<file path="config.mk">
export PLATFORM = sky130hd
export DESIGN_NAME = adc_capture_port
export DESIGN_NICKNAME = d
export VERILOG_FILES = /design/src/rtl/adc_cap_pkg.sv /design/src/rtl/level_sync.sv /design/src/rtl/sample_shifter.sv /design/src/rtl/hold_ctrl.sv /design/src/rtl/adc_capture_port.sv
export SDC_FILE = /design/constraint.sdc
export NUM_CORES = 1
export LEC_CHECK = 0
export BUFFER_PORTS_ARGS = -buffer_cell sky130_fd_sc_hd__buf_2
export CORE_AREA = 2 2 78 80
export DETAILED_ROUTE_END_ITERATION = 10
export DIE_AREA = 0 0 80 82
export GPL_TIMING_DRIVEN = 0
export PLACE_DENSITY = 0.44
export SLEW_MARGIN = 30
export SYNTH_ARGS = -nofsm -noshare
export SYNTH_HDL_FRONTEND = slang
export SYNTH_SLANG_ARGS = --single-unit
</file>
<file path="constraint.sdc">
create_clock -name clk -period 1.9 [get_ports clk]
set_input_delay 0 -clock clk [delete_from_list [all_inputs] [get_ports clk]]
set_output_delay 0 -clock clk [all_outputs]
set_load 0.03 [all_outputs]
</file>
<file path="src/rtl/adc_cap_pkg.sv">
package adc_cap_pkg;
   localparam int unsigned STAT_READY_BIT = 0;
   localparam int unsigned STAT_OVR_BIT   = 1;
   localparam int unsigned STAT_MIN_W     = 2;
endpackage

</file>
<file path="src/rtl/level_sync.sv">
module level_sync #(
   parameter int unsigned STAGES = 2
) (
   input  logic clk,
   input  logic rst_n,
   input  logic d_i,
   output logic q_o
);
   if (STAGES < 2) begin : g_bad_depth
      $error("level_sync: STAGES must be at least 2");
   end

   logic [STAGES-1:0] pipe_q;

   always_ff @(posedge clk) begin
      if (!rst_n) pipe_q <= '0;
      else        pipe_q <= {pipe_q[STAGES-2:0], d_i};
   end

   assign q_o = pipe_q[STAGES-1];
endmodule

</file>
<file path="src/rtl/sample_shifter.sv">
module sample_shifter #(
   parameter int unsigned WORD_W    = 16,
   parameter int unsigned STAGE_W   = 8,
   parameter bit          MSB_FIRST = 1'b1
) (
   input  logic              clk,
   input  logic              rst_n,
   input  logic              bclk_lvl,
   input  logic              data_lvl,
   output logic [WORD_W-1:0] word_o
);
   localparam int unsigned NSTG = WORD_W / STAGE_W;

   if (STAGE_W < 2 || (WORD_W % STAGE_W) != 0) begin : g_bad_split
      $error("sample_shifter: WORD_W must be a multiple of STAGE_W >= 2");
   end

   logic bclk_prev_q;
   logic shift_en;

   always_ff @(posedge clk) begin
      if (!rst_n) bclk_prev_q <= 1'b0;
      else        bclk_prev_q <= bclk_lvl;
   end

   assign shift_en = bclk_lvl & ~bclk_prev_q;

   for (genvar g = 0; g < NSTG; g++) begin : stg
      logic [STAGE_W-1:0] st_q;
      logic               sin;

      if (MSB_FIRST) begin : g_left
         if (g == 0) begin : g_head
            assign sin = data_lvl;
         end else begin : g_link
            assign sin = stg[g-1].st_q[STAGE_W-1];
         end
      end else begin : g_right
         if (g == NSTG-1) begin : g_head
            assign sin = data_lvl;
         end else begin : g_link
            assign sin = stg[g+1].st_q[0];
         end
      end

      always_ff @(posedge clk) begin
         if (!rst_n)        st_q <= '0;
         else if (shift_en) st_q <= MSB_FIRST ? {st_q[STAGE_W-2:0], sin}
                                              : {sin, st_q[STAGE_W-1:1]};
      end

      assign word_o[g*STAGE_W +: STAGE_W] = st_q;
   end

   // without a rising bit-clock edge the chain holds
   a_r9_no_edge_no_shift: assert property (@(posedge clk) disable iff (!rst_n)
      !(bclk_lvl && !bclk_prev_q) |=> $stable(word_o));

   if (MSB_FIRST) begin : g_chk_msb
      // the new bit enters at the low end and older bits move up
      a_r2_bit_enters_low: assert property (@(posedge clk) disable iff (!rst_n)
         (bclk_lvl && !bclk_prev_q) |=>
            (word_o == {$past(word_o[WORD_W-2:0]), $past(data_lvl)}));
   end
endmodule

</file>
<file path="src/rtl/hold_ctrl.sv">
module hold_ctrl #(
   parameter int unsigned WORD_W = 16
) (
   input  logic              clk,
   input  logic              rst_n,
   input  logic              frame_lvl,
   input  logic              rd_i,
   input  logic [WORD_W-1:0] word_i,
   output logic [WORD_W-1:0] hold_o,
   output logic              ready_o,
   output logic              ovr_o
);
   logic frame_prev_q;
   logic xfer;

   always_ff @(posedge clk) begin
      if (!rst_n) frame_prev_q <= 1'b0;
      else        frame_prev_q <= frame_lvl;
   end

   assign xfer = frame_lvl & ~frame_prev_q;

   always_ff @(posedge clk) begin
      if (!rst_n) begin
         hold_o  <= '0;
         ready_o <= 1'b0;
         ovr_o   <= 1'b0;
      end else begin
         if (xfer) hold_o <= word_i;
         ready_o <= xfer | (ready_o & ~rd_i);
         ovr_o   <= ~rd_i & (ovr_o | (xfer & ready_o));
      end
   end

   // the transfer captures the chain
   a_r3_capture: assert property (@(posedge clk) disable iff (!rst_n)
      xfer |=> (hold_o == $past(word_i)));
   // with no transfer the held sample does not move
   a_r8_hold_stable: assert property (@(posedge clk) disable iff (!rst_n)
      !xfer |=> $stable(hold_o));
   // ready follows every transfer
   a_r4_ready_set: assert property (@(posedge clk) disable iff (!rst_n)
      xfer |=> ready_o);
   // a read alone clears both flags
   a_r6_read_clears: assert property (@(posedge clk) disable iff (!rst_n)
      (rd_i && !xfer) |=> (!ready_o && !ovr_o));
   // unread sample replaced -> overrun
   a_r7_overrun: assert property (@(posedge clk) disable iff (!rst_n)
      (xfer && ready_o && !rd_i) |=> ovr_o);
   // a read on the transfer cycle never raises overrun
   a_r10_same_cycle: assert property (@(posedge clk) disable iff (!rst_n)
      (xfer && rd_i) |=> (ready_o && !ovr_o));
endmodule

</file>
<file path="src/rtl/adc_capture_port.sv">
module adc_capture_port
   import adc_cap_pkg::*;
#(
   parameter int unsigned WORD_W      = 16,
   parameter int unsigned STAGE_W     = 8,
   parameter int unsigned SYNC_STAGES = 2,
   parameter int unsigned STAT_W      = 8,
   parameter bit          MSB_FIRST   = 1'b1
) (
   input  logic              clk,
   input  logic              rst_n,
   input  logic              ser_data_i,
   input  logic              bit_clk_i,
   input  logic              frame_i,
   input  logic              rd_i,
   output logic [WORD_W-1:0] rdata_o,
   output logic [STAT_W-1:0] status_o
);
   localparam int unsigned NSYNC = 3;

   if (STAT_W < STAT_MIN_W) begin : g_bad_stat
      $error("adc_capture_port: STAT_W too small for ready and overrun bits");
   end

   logic [NSYNC-1:0] raw_in;
   logic [NSYNC-1:0] lvl;
   logic [WORD_W-1:0] chain_word;
   logic [WORD_W-1:0] hold_word;
   logic              ready;
   logic              ovr;

   assign raw_in = {frame_i, bit_clk_i, ser_data_i};

   for (genvar s = 0; s < NSYNC; s++) begin : g_sync
      level_sync #(.STAGES(SYNC_STAGES)) u_sync (
         .clk   (clk),
         .rst_n (rst_n),
         .d_i   (raw_in[s]),
         .q_o   (lvl[s])
      );
   end

   sample_shifter #(
      .WORD_W    (WORD_W),
      .STAGE_W   (STAGE_W),
      .MSB_FIRST (MSB_FIRST)
   ) u_shift (
      .clk      (clk),
      .rst_n    (rst_n),
      .bclk_lvl (lvl[1]),
      .data_lvl (lvl[0]),
      .word_o   (chain_word)
   );

   hold_ctrl #(.WORD_W(WORD_W)) u_hold (
      .clk       (clk),
      .rst_n     (rst_n),
      .frame_lvl (lvl[2]),
      .rd_i      (rd_i),
      .word_i    (chain_word),
      .hold_o    (hold_word),
      .ready_o   (ready),
      .ovr_o     (ovr)
   );

   assign rdata_o = rd_i ? hold_word : '0;

   always_comb begin
      status_o               = '0;
      status_o[STAT_READY_BIT] = ready;
      status_o[STAT_OVR_BIT]   = ovr;
   end

   // an idle read port drives zero
   a_r5_idle_zero: assert property (@(posedge clk) disable iff (!rst_n)
      !rd_i |-> (rdata_o == '0));
endmodule

</file>
== After elaboration in Yosys (flattened, before gate mapping) ==
Index checks and enable logic that the tools add are counted.

* Input port bits: 6
* Word-level logic and storage cells: 21
* Flip-flop bits (word level): 42
* Output and inout port bits: 24

* Mux-type cells: 1
* Bitwise operators: 10

{| class="wikitable"
|+ Operator list
! cell !! number
|-
| 2-to-1 mux 16 bit || 1
|-
| AND 1 bit || 5
|-
| NOT 1 bit || 3
|-
| bitwise OR 1 bit || 2
|}

== Longest topological paths before layout ==
* Word-level depth: 5
* Depth in mapped cells: 5
* Depth with buffers taken out: 3

== Hierarchy ==
A second synthesis with hierarchy kept.

* Cell total of the unflattened synthesis: 173
* Area total of the unflattened synthesis: 1761.7 µm²

{| class="wikitable"
|+ Modules (own cells, without submodules)
! module !! instances !! cells an instance !! area each (µm²)
|-
| hold_ctrl || 1 || 79 || 784.5
|-
| sample_shifter || 1 || 56 || 629.4
|-
| adc_capture_port || 1 || 26 || 190.2
|-
| level_sync || 3 || 4 || 52.6
|}

== Least setup slack after synthesis ==
OpenSTA, ideal clock, no wires.

* Path type: reg-to-reg
* Start: register u_shift.bclk_prev_q
* End: register u_shift.stg[0].st_q[0]
* Slack: 0.963 ns
* Cell stages (with the launch flop): 6
* Data arrival time: 0.820 ns
* Data required time: 1.784 ns
* Path through: dfxtp_1 and2b_1 buf_4 buf_6 nand2_1 a21boi_1

* Longest elaborated chain between the ends: 2

{| class="wikitable"
|+ RTL lines
! element !! line !! RTL
|-
| start, declared || sample_shifter.sv:18 || <nowiki>logic bclk_prev_q;</nowiki>
|-
| start signal, assigned || sample_shifter.sv:23 || <nowiki>else bclk_prev_q <= bclk_lvl;</nowiki>
|-
| NOT 1 bit || sample_shifter.sv:26 || <nowiki>assign shift_en = bclk_lvl & ~bclk_prev_q;</nowiki>
|-
| AND 1 bit || sample_shifter.sv:26 ||
|-
| end signal, assigned || sample_shifter.sv:48 || <nowiki>else if (shift_en) st_q <= MSB_FIRST ? {st_q[STAGE_W-2:0], sin}</nowiki>
|-
| end, declared || sample_shifter.sv:29 || <nowiki>logic [STAGE_W-1:0] st_q;</nowiki>
|}

Every way passes these cells.
A chain may end at the register's enable or synchronous reset.

== Final worst setup path ==
* Start: register u_shift.bclk_prev_q
* End: register u_shift.stg[0].st_q[5]

Same word-level chain as after synthesis.

==> flow_summary.json <==
{
  "crit_chain": "nand2b_1, buf_2, buf_4, nand2_1, a21boi_1",
  "path_delay_family": "buffers and inverters",
  "yosys.area_share.simple_pct": 25.75,
  "hold_viol": 0,
  "synth_commonest_cells": "nand2_1, dfxtp_1, and2_1, a21boi_1",
  "wl_per_cell_um": 10.17,
  "crit_type": "register to register",
  "insertion_delay_ns": 0.28,
  "fin_setup_tns_ns": 0,
  "tritoncts": "done",
  "antenna_found_initial": 0,
  "async_flop_share_pct": 0,
  "crit_buf_inv": 2,
  "synthMuxAreaShare_pct": 0,
  "status": "finished clean",
  "ys_seq_area_share_pct": 50.15,
  "hp-class": "input port to register",
  "synth-compound-area-share_pct": 15.07,
  "p_per_area_nw_per_um2": 756.5,
  "peakVddDrop_uv": 275.5,
  "area_growth_pct": 19.93,
  "finalSetupViolCount": 0,
  "ios": 30,
  "drt_wl_total_mm": 3.101,
  "synthXorXnorAreaFrac_pct": 0,
  "die_h_um": 82,
  "drcViolationCount": 0,
  "synth_cells": 192,
  "synth_edf_count": 0,
  "rr_endpoint": "u_shift.stg[0].st_q[5]",
  "grt_overflow": 0,
  "drt_pass1_iterations": 4,
  "leakagePower_nw": 0.8030,
  "min_from": "rst_n",
  "grtUsageTotal_pct": 10.58,
  "cts_max_path_buffers": 2,
  "clk_pin_slew_ns": 0.07,
  "crit_start": "u_shift.bclk_prev_q",
  "min_period_ns": 1.031,
  "synth_top_family_by_area": "simple AND/OR/NAND/NOR gates",
  "r2r_start": "u_shift.bclk_prev_q",
  "cpPeakStageDelay_ns": 0.32,
  "vias": 1226,
  "crit_slowest_cell": "dfxtp_1",
  "die_w_um": 80,
  "yosysTopAreaCell": "dfxtp_1",
  "synthAdderAreaFrac_pct": 0,
  "finClkSkew_ns": 0.002086,
  "antenna_cells": 0,
  "drtIter0Drc": 50,
  "clkSinkCount": 42,
  "synth_area_um2": 1677,
  "viasPerCell": 4.020,
  "nNetsFinal": 236,
  "fmax_ghz": 0.9702,
  "synthFlopType": "dfxtp_1",
  "die_area_um2": 6560,
  "syn_area_per_cell_um2": 8.732,
  "cp_data_arrival_time_ns": 1.25,
  "netlist.area_leader.share_pct": 50.15,
  "place.gp.congestion": 0.6563,
  "cp-endpoint": "u_shift.stg[0].st_q[5]",
  "r2r_slack_ns": 0.87,
  "ys_top_cells_by_area": "dfxtp_1, nand2_1, a21boi_1",
  "post-route-period-util_pct": 54.25,
  "ant_nets": 0,
  "cp.depth": 5,
  "slew_violations": 0,
  "grt_pass1_wl_mm": 5.188,
  "grt_max_degree": 12,
  "dp_hpwl_mm": 2.203,
  "crit_fanout": 10,
  "cap_violations": 0,
  "yosysWarnings": 0,
  "num_rows": 28,
  "ys_ff_latch": 42,
  "reg2reg_depth": 5,
  "core_area_um2": 5746,
  "initial_core_util_pct": 29.18,
  "portBuffers": 23,
  "crit_path_end_kind": "register",
  "cts_setup_buffers": 0,
  "synth.distinct_cells": 14,
  "cts_buffers": 5,
  "cp-start-kind": "register",
  "root_buffer": "clkbuf_8",
  "drive_above_1_share_pct": 19.13,
  "htreeDepth": 2,
  "synth.most_common_cell": "nand2_1",
  "grt_pass1_vias": 1064,
  "whs_ns": 0.01222,
  "critPathRequiredTime_ns": 2.12,
  "rsz0062_at_grt": "no"
}
## registers in the layout, summed over array words and instances (netlist names)
register / cells
u_hold.ready_o: 1
u_shift.bclk_prev_q: 1
u_hold.hold_o: 16
g_sync.u_sync.pipe_q: 6
u_shift.stg.st_q: 16
u_hold.ovr_o: 1
u_hold.frame_prev_q: 1
## cell usage in the layout (no fill, tap or decap), drive strengths merged
master,count
a21boi,33
a21oi,1
and2,24
and2b,2
buf,39
clkbuf,12
conb,6
dfxtp,42
dlygate4sd3,3
nand2,64
nand2b,3
nor3b,1
## worst min path at each step
stage / to / slack [ns] / cells after the start
after global routing: u_shift.stg[0].st_q[6] / 0.003 / 2
after floorplan: g_sync[0].u_sync.pipe_q[0] / 0.13 / 1
after global placement: g_sync[2].u_sync.pipe_q[0] / 0.21 / 2
after CTS: u_shift.stg[0].st_q[6] / 0.001 / 2
final: u_shift.stg[0].st_q[6] / 0.01 / 2
after detailed placement: g_sync[1].u_sync.pipe_q[0] / 0.21 / 2
## routing by layer
layer	global-route usage, %	part of all wire [%]
met2	16.17	43
met3	3.297	4.5
met5	0	0
met1	13.77	52
met4	4.576	1.3
## kinds of logic after synthesis
logic type | Yosys count
simple gates | 94
other cells | 1
compound gates | 34
buf+inv | 21
flops | 42
## power by group
| group | leakage [nW] | switching (mW) | internal [mW] | total [mW] |
|---|---|---|---|---|
| Sequential | 0.340 | 0.00293 | 0.888 | 0.891 |
| Clock | 0.0383 | 0.275 | 0.253 | 0.528 |
| Combinational | 0.425 | 0.0585 | 0.0438 | 0.102 |
## stage by stage
stage                     worst slack, ns  util (%)  cells  power [mW]  instance area (um^2)
after CTS                          0.8435     35.00    305       1.553                  2011
after global routing               0.7232     35.00    305       1.602                  2011
after detailed placement           0.8604     33.14    295       1.012                  1904
final                              0.8693     35.00    305       1.521                  2011
after floorplan                    0.9632         -    197      0.9855                  1695
after global placement             0.8607     33.14    295       1.013                  1904
## layout make-up
| type | instances | area [um^2] |
|---|---|---|
| Timing Repair Buffer | 26 | 145.1 |
| Fill cell | 632 | 3735 |
| Tap cell | 75 | 93.84 |
| Buffer | 21 | 147.6 |
| Clock buffer | 7 | 76.32 |
| Sequential cell | 42 | 840.8 |
| Multi-Input combinational cell | 134 | 706.9 |
## repair_timing
item,in CTS,in global routing
setup endpoints to repair,0,0
hold endpoints to repair,3,0
gates resized for setup,0,0
hold buffers,3,0
Note: power is estimated with default switching activity, not from simulation.
